File: src/rtl/sar_port_pkg.sv
package sar_port_pkg;

    typedef enum logic {
        MODE_SEL   = 1'b0,
        MODE_CHAIN = 1'b1
    } port_mode_e;

    typedef enum logic [2:0] {
        ST_IDLE     = 3'd0,
        ST_CONV     = 3'd1,
        ST_WAIT_SEL = 3'd2,
        ST_WAIT_UP  = 3'd3,
        ST_START    = 3'd4,
        ST_SHIFT    = 3'd5,
        ST_DONE     = 3'd6
    } port_state_e;

endpackage

File: src/rtl/sar_in_sync.sv
module sar_in_sync #(
    parameter int N = 3
) (
    input  logic         clk,
    input  logic         rst_n,
    input  logic [N-1:0] async_i,
    output logic [N-1:0] level_o,
    output logic [N-1:0] prev_o
);

    typedef struct packed {
        logic [N-1:0] meta;
        logic [N-1:0] sync;
        logic [N-1:0] prev;
    } sync_t;

    sync_t s_d, s_q;

    always_comb begin
        s_d      = s_q;
        s_d.meta = async_i;
        s_d.sync = s_q.meta;
        s_d.prev = s_q.sync;
    end

    always_ff @(posedge clk or negedge rst_n) begin
        if (!rst_n) s_q <= '0;
        else        s_q <= s_d;
    end

    assign level_o = s_q.sync;
    assign prev_o  = s_q.prev;

endmodule

File: src/rtl/sar_conv_timer.sv
module sar_conv_timer #(
    parameter int CONV_CYCLES = 220
) (
    input  logic clk,
    input  logic rst_n,
    input  logic start_i,
    output logic busy_o,
    output logic done_o
);

    localparam int CW = $clog2(CONV_CYCLES + 1);

    typedef struct packed {
        logic          busy;
        logic [CW-1:0] cnt;
    } tmr_t;

    tmr_t t_d, t_q;

    always_comb begin
        t_d = t_q;
        if (t_q.busy) begin
            if (t_q.cnt == '0) t_d.busy = 1'b0;
            else               t_d.cnt  = t_q.cnt - 1'b1;
        end else if (start_i) begin
            t_d.busy = 1'b1;
            t_d.cnt  = CW'(CONV_CYCLES - 1);
        end
    end

    always_ff @(posedge clk or negedge rst_n) begin
        if (!rst_n) t_q <= '0;
        else        t_q <= t_d;
    end

    assign busy_o = t_q.busy;
    assign done_o = t_q.busy && (t_q.cnt == '0);

    // the final count ends the busy window
    p_done_ends_busy_r3: assert property (@(posedge clk) disable iff (!rst_n)
        done_o |=> !busy_o);

    // a running count never stalls and never drops busy early
    p_count_steps_r3: assert property (@(posedge clk) disable iff (!rst_n)
        (t_q.busy && t_q.cnt != '0) |=> (t_q.busy && t_q.cnt == $past(t_q.cnt) - 1'b1));

endmodule

File: src/rtl/sar_result_clamp.sv
module sar_result_clamp #(
    parameter int SW = 16,
    parameter int DW = 14
) (
    input  logic signed [SW-1:0] sample_i,
    output logic        [DW-1:0] code_o
);

    localparam logic signed [SW-1:0] CODE_MAX = SW'((1 << DW) - 1);

    always_comb begin
        if (sample_i < 0)             code_o = '0;
        else if (sample_i > CODE_MAX) code_o = '1;
        else                          code_o = sample_i[DW-1:0];
    end

endmodule

File: src/rtl/sar_serial_fsm.sv
module sar_serial_fsm
    import sar_port_pkg::*;
#(
    parameter int DW = 14
) (
    input  logic          clk,
    input  logic          rst_n,
    input  logic          start_i,
    input  logic          done_i,
    input  logic          busy_i,
    input  logic          cnv_i,
    input  logic          sdi_i,
    input  logic          sdi_prev_i,
    input  logic          sck_prev_i,
    input  logic          sck_fall_i,
    input  logic [DW-1:0] code_i,
    output logic          sdo_o,
    output logic          sdo_oe_o
);

    localparam int CNT_W = $clog2(DW);

    typedef struct packed {
        port_state_e      state;
        port_mode_e       mode;
        logic             lead_bit;
        logic [DW-1:0]    shreg;
        logic [CNT_W-1:0] cnt;
    } port_t;

    port_t p_d, p_q;
    logic  sel_act;

    assign sel_act = !cnv_i || !sdi_i;

    always_comb begin
        p_d = p_q;
        if (start_i && !busy_i) begin
            p_d.state    = ST_CONV;
            p_d.mode     = sdi_prev_i ? MODE_SEL : MODE_CHAIN;
            p_d.lead_bit = sck_prev_i;
            p_d.cnt      = '0;
        end else begin
            unique case (p_q.state)
                ST_CONV: begin
                    if (done_i) begin
                        p_d.shreg = code_i;
                        p_d.cnt   = '0;
                        if (p_q.mode == MODE_SEL)
                            p_d.state = sel_act ? ST_START : ST_WAIT_SEL;
                        else
                            p_d.state = p_q.lead_bit ? ST_WAIT_UP : ST_SHIFT;
                    end
                end
                ST_WAIT_SEL: begin
                    if (sel_act) p_d.state = ST_SHIFT;
                end
                ST_WAIT_UP: begin
                    if (sdi_i) p_d.state = ST_START;
                end
                ST_START: begin
                    if (p_q.mode == MODE_SEL && !sel_act) p_d.state = ST_DONE;
                    else if (sck_fall_i)                  p_d.state = ST_SHIFT;
                end
                ST_SHIFT: begin
                    if (p_q.mode == MODE_SEL) begin
                        if (!sel_act) begin
                            p_d.state = ST_DONE;
                        end else if (sck_fall_i) begin
                            if (p_q.cnt == CNT_W'(DW - 1)) begin
                                p_d.state = ST_DONE;
                            end else begin
                                p_d.shreg = {p_q.shreg[DW-2:0], 1'b0};
                                p_d.cnt   = p_q.cnt + 1'b1;
                            end
                        end
                    end else if (sck_fall_i) begin
                        p_d.shreg = {p_q.shreg[DW-2:0], sdi_i};
                    end
                end
                default: ;
            endcase
        end
    end

    always_ff @(posedge clk or negedge rst_n) begin
        if (!rst_n) begin
            p_q.state    <= ST_IDLE;
            p_q.mode     <= MODE_SEL;
            p_q.lead_bit <= 1'b0;
            p_q.shreg    <= '0;
            p_q.cnt      <= '0;
        end else begin
            p_q <= p_d;
        end
    end

    always_comb begin
        if (p_q.mode == MODE_CHAIN) sdo_oe_o = (p_q.state != ST_IDLE);
        else                        sdo_oe_o = (p_q.state == ST_START) || (p_q.state == ST_SHIFT);
        unique case (p_q.state)
            ST_START: sdo_o = (p_q.mode == MODE_CHAIN);
            ST_SHIFT: sdo_o = p_q.shreg[DW-1];
            default:  sdo_o = 1'b0;
        endcase
        if (p_q.mode == MODE_CHAIN && !cnv_i && !sdi_i) sdo_o = 1'b0;
    end

    // the port sits in conversion exactly while the timer runs
    p_conv_with_timer_r3: assert property (@(posedge clk) disable iff (!rst_n)
        (p_q.state == ST_CONV) == busy_i);

    // no select-mode output while the timer runs
    p_sel_quiet_conv_r11: assert property (@(posedge clk) disable iff (!rst_n)
        (busy_i && p_q.mode == MODE_SEL) |-> !sdo_oe_o);

    // the falling edge after the last data bit disables the output
    p_last_edge_r5: assert property (@(posedge clk) disable iff (!rst_n)
        (p_q.mode == MODE_SEL && p_q.state == ST_SHIFT && sel_act && sck_fall_i
         && p_q.cnt == CNT_W'(DW - 1)) |=> !sdo_oe_o);

    // releasing select during readout disables the output
    p_release_r7: assert property (@(posedge clk) disable iff (!rst_n)
        (p_q.mode == MODE_SEL && sdo_oe_o && !sel_act) |=> !sdo_oe_o);

endmodule

File: src/rtl/sar_serial_port.sv
module sar_serial_port #(
    parameter int DATA_W      = 14,
    parameter int SAMPLE_W    = 16,
    parameter int CONV_CYCLES = 220
) (
    input  logic                       clk,
    input  logic                       rst_n,
    input  logic                       cnv_i,
    input  logic                       sck_i,
    input  logic                       sdi_i,
    input  logic signed [SAMPLE_W-1:0] sample_i,
    output logic                       sdo_o,
    output logic                       sdo_oe_o,
    output logic                       busy_o
);

    localparam int N_IN = 3;
    localparam int I_CNV = 0;
    localparam int I_SCK = 1;
    localparam int I_SDI = 2;

    logic [N_IN-1:0]   lvl, prv;
    logic              cnv_rise, sck_fall, conv_start, conv_done;
    logic [DATA_W-1:0] code;

    sar_in_sync #(.N(N_IN)) u_sync (
        .clk     (clk),
        .rst_n   (rst_n),
        .async_i ({sdi_i, sck_i, cnv_i}),
        .level_o (lvl),
        .prev_o  (prv)
    );

    assign cnv_rise   = lvl[I_CNV] && !prv[I_CNV];
    assign sck_fall   = !lvl[I_SCK] && prv[I_SCK];
    assign conv_start = cnv_rise && !busy_o;

    sar_conv_timer #(.CONV_CYCLES(CONV_CYCLES)) u_timer (
        .clk     (clk),
        .rst_n   (rst_n),
        .start_i (conv_start),
        .busy_o  (busy_o),
        .done_o  (conv_done)
    );

    sar_result_clamp #(.SW(SAMPLE_W), .DW(DATA_W)) u_clamp (
        .sample_i (sample_i),
        .code_o   (code)
    );

    sar_serial_fsm #(.DW(DATA_W)) u_fsm (
        .clk        (clk),
        .rst_n      (rst_n),
        .start_i    (conv_start),
        .done_i     (conv_done),
        .busy_i     (busy_o),
        .cnv_i      (lvl[I_CNV]),
        .sdi_i      (lvl[I_SDI]),
        .sdi_prev_i (prv[I_SDI]),
        .sck_prev_i (prv[I_SCK]),
        .sck_fall_i (sck_fall),
        .code_i     (code),
        .sdo_o      (sdo_o),
        .sdo_oe_o   (sdo_oe_o)
    );

    // an accepted strobe starts the timer on the next edge
    p_start_busy_r3: assert property (@(posedge clk) disable iff (!rst_n)
        conv_start |=> busy_o);

    // serial input low before the strobe gives the always-driven chained mode
    p_chain_pick_r2: assert property (@(posedge clk) disable iff (!rst_n)
        (conv_start && !prv[I_SDI]) |=> sdo_oe_o);

endmodule

File: config.mk
export PLATFORM = sky130hd
export DESIGN_NAME = sar_serial_port
export DESIGN_NICKNAME = d
export VERILOG_FILES = /design/src/rtl/sar_port_pkg.sv /design/src/rtl/sar_in_sync.sv /design/src/rtl/sar_conv_timer.sv /design/src/rtl/sar_result_clamp.sv /design/src/rtl/sar_serial_fsm.sv /design/src/rtl/sar_serial_port.sv
export SDC_FILE = /design/constraint.sdc
export NUM_CORES = 1
export LEC_CHECK = 0
export BUFFER_PORTS_ARGS = -buffer_cell sky130_fd_sc_hd__buf_2
export CELL_PAD_IN_SITES_DETAIL_PLACEMENT = 2
export CELL_PAD_IN_SITES_GLOBAL_PLACEMENT = 2
export CORE_MARGIN = 2
export CORE_UTILIZATION = 25
export DETAILED_ROUTE_END_ITERATION = 8
export PLACE_DENSITY = 0.62
export SETUP_SLACK_MARGIN = 0.02
export SLEW_MARGIN = 20
export SYNTH_ARGS = -nofsm -noshare
export SYNTH_HDL_FRONTEND = slang
export SYNTH_SLANG_ARGS = --single-unit
File: constraint.sdc
create_clock -name clk -period 2.5 [get_ports clk]
set_clock_uncertainty 0.15 [all_clocks]
set_input_delay 0.375 -clock clk [delete_from_list [all_inputs] [get_ports clk]]
set_output_delay 0.375 -clock clk [all_outputs]
set_load 0.05 [all_outputs]
==> results_dict.tcl <==
set metrics [dict create \
    ir_drop_uv 247 \
    synth_cells 238 \
    rows 33 \
    multiInputGateArea_sq_um 1040 \
    leakage_uw 0.00102 \
    drv_slew 0 \
    fillers 962 \
    clkPwrFrac_pct 15.1 \
    holdBufCountCts 0 \
    outcome "complete, but fails checks" \
    dr.pass1.iters 4 \
    start_util_pct 26.1 \
    cts_resized 0 \
    seqPwrFrac_pct 41.1 \
    criticalPathCategory "reg -> out" \
    critPathTopFamily "flip-flops" \
    r2r_cells 7 \
    gr-total-overflow 0 \
    synthesis.area_sq_um 2170 \
    max_stage_delay_ns 0.66 \
    cts_buffer_depth 2 \
    crit_slowest_cell "dfrtp_1" \
    nets 284 \
    synth_nets 263 \
    fin_hold_ws_ns -0.0101 \
    instances_no_fill 365 \
    rsz0062_at_grt "false" \
    synth_edf_count 0 \
    drt-wirelength-per-cell_um 14.8 \
    ys_seq_area_share_pct 47.4 \
    cp.buffers_inverters 1 \
    hold_viol 21 \
    grt_pass1_wl_um 9720 \
    fin_crit_sh_pct 88.6 \
    cts_tree "built" \
    dpl.cell_count 357 \
    synth-main-ff-cell "dfrtp_1" \
    synthTopCellsByArea "dfrtp_1 47%, a21oi_1 7.6%, nor2_1 7.5%" \
    clock_sinks 41 \
    coreArea_sq_um 8300 \
    vias_per_cell 4.91 \
    drt_iter0_drc 68 \
    via_count 1792 \
    drive_gt1_share_pct 20.0 \
    cts_setup_buffers 0 \
    async_reset_ff_share_pct 100 \
    setup_violations 0 \
    clk_pin_slew_ns 0.08 \
    grt_max_degree 42 \
    netlist-cell-type-count 42 \
    synth_most_common_cell "nor2_1" \
    r2r_setup_slack_ns 0.32 \
    die_y_um 97.1 \
    synth_top_cell_area_share_pct 47.4 \
    die_width_um 97.1 \
    required_ns 1.98 \
    dp_hpwl_um 3800 \
    cap_violations 0 \
    cts_max_level 2 \
    crit_fanout 15 \
    pwr-share-comb_pct 43.9 \
    critical_path_arrival_ns 1.69 \
    worstMarginPinSlew_ns 0.543 \
    regArea_sq_um 1030 \
    critical_path.cell_chain "nand2b_1 > nor3_1 > buf_2" \
    slew_headroom_pct 63.8 \
    root_buffer "clkbuf_8" \
    synth-seq-cells 41 \
    min_period_ns 2.22 \
    synth.top_cells.by_count "43 x nor2_1, 41 x dfrtp_1, 33 x a21oi_1" \
    post-route-util_pct 29.7 \
    cp-start-kind "flip-flop" \
    p_int_uw 1590 \
    grt_pass1_vias 1963 \
    clock_latency_ns 0.30 \
    power.total_uw 2900 \
    yosys.area.top_type "dfrtp_1" \
    violations "hold timing" \
    area_delta_synth_final_pct 14.0 \
    worstSetupPathDepth 3 \
    antenna_cells 0 \
    hold_path.class "in -> async" \
    cts-buffers-inserted 5 \
    die_area_sq_um 9420 \
    numPortBuffers 23 \
    antenna_left 0 \
    grt_use_total_pct 12.5 \
    ios 24 \
    antenna_found_initial 0 \
    p_per_area_nw_per_um2 1180 \
    switching_power_uw 1310 \
    routabilityCongestion 0.693 \
    netSwitchingFraction_pct 45.2 \
    setup-tns-final_ns 0 \
    post-route-drc-count 0 \
    endpoint_kind "primary output" \
    timing.fmax_ghz 0.451 \
    finalWirelength_um 5400 \
    synth_area_per_cell_sq_um 9.10 \
    ys_warn_count 0 \
]
-- worst reg2reg max path: stages, from the launching register on --
cell and delay [ns]:
dfrtp_1 0.40, inv_1 0.11, ha_1 0.18, nor3b_2 0.39, a311oi_1 0.21, o21bai_1 0.20, or3b_1 0.35, a21oi_1 0.13
-- sequential cells by signal, summed over array words and instances (netlist names) --
name	cells
u_sync.level_o	3
u_sync.prev_o	3
u_timer.busy_o	1
u_timer.t_q	8
u_fsm.p_q	23
u_sync.s_d	3
-- cells in the final DEF (no fill, tap or decap), types with 3 or more instances in the layout --
master,count
nor2_1,43
dfrtp_1,41
a21oi_1,33
buf_2,23
nor3_1,18
nand2_1,16
o21ai_0,7
nand3_1,7
inv_1,6
a21oi_2,6
clkbuf_8,5
mux2i_1,4
ha_1,4
buf_4,4
or3_1,3
nand4_1,3
-- power by group through the flow --
stage	clock [uW]	sequential, uW	combinational [uW]
3_5_place_dp	0	1210	1300
2_1_floorplan	0	1090	1060
5_1_grt	488	1240	1480
6_report	437	1190	1270
4_1_cts	461	1200	1300
3_3_place_gp	0	1190	1260
-- metrics by stage --
step / worst slack, ns / cell area, sq um / hold slack (ns)
2_1_floorplan: 0.179 / 2170 / -0.0706
3_3_place_gp: 0.407 / 2380 / 0.183
3_5_place_dp: 0.310 / 2380 / 0.186
4_1_cts: 0.272 / 2470 / 0.00490
5_1_grt: 0.0859 / 2470 / 0.00967
6_report: 0.284 / 2470 / -0.0101
-- kinds of logic (layout without fill, tap and decap cells) --
kind of cell,after synthesis,count (layout),synth area share (%)
and+or+nand+nor,105,105,24.5
AOI/OAI and AO/OA,63,63,18.8
DFF,41,41,47.4
buffers and inverters,20,42,4.74
adders and majority gates,4,4,2.31
muxes,4,4,1.85
xor gates and xnor gates,1,1,0.404
-- cell type report --
type                            instances  share of cell area (%)
Sequential cell                        41                    41.6
Clock buffer                            5                    2.79
Multi-Input combinational cell        177                    42.0
Tap cell                              105                    5.32
Clock inverter                          3                   0.710
Inverter                                6                   0.912
Timing Repair Buffer                   28                    6.69
-- worst paths after layout --
kind,startpoint,end
max in group asynchronous,rst_n,u_timer.t_q[5]$_DFFE_PN0P_
worst min-delay path,rst_n,u_fsm.p_q[11]$_DFFE_PN0P_
worst max-delay path,u_fsm.p_q[22]$_DFFE_PN0P_,sdo_o
min in group clk,sdi_i,u_sync.s_d[5]$_DFF_PN0_
worst max register to register,u_timer.t_q[0]$_DFFE_PN0P_,u_fsm.p_q[21]$_DFFE_PN0P_
worst min register to register,u_sync.s_d[4]$_DFF_PN0_,u_sync.level_o[1]$_DFF_PN0_
-- routing by layer --
layer  up-vias  routed length, um  track usage (%)
met5         -                  0                0
met4         0                 93             4.55
met3         8                103             2.45
met2        11               2470             20.0
met1       897               2730             16.8
li1        876                  -                -
No activity file was read; power rests on OpenSTA's default activity.
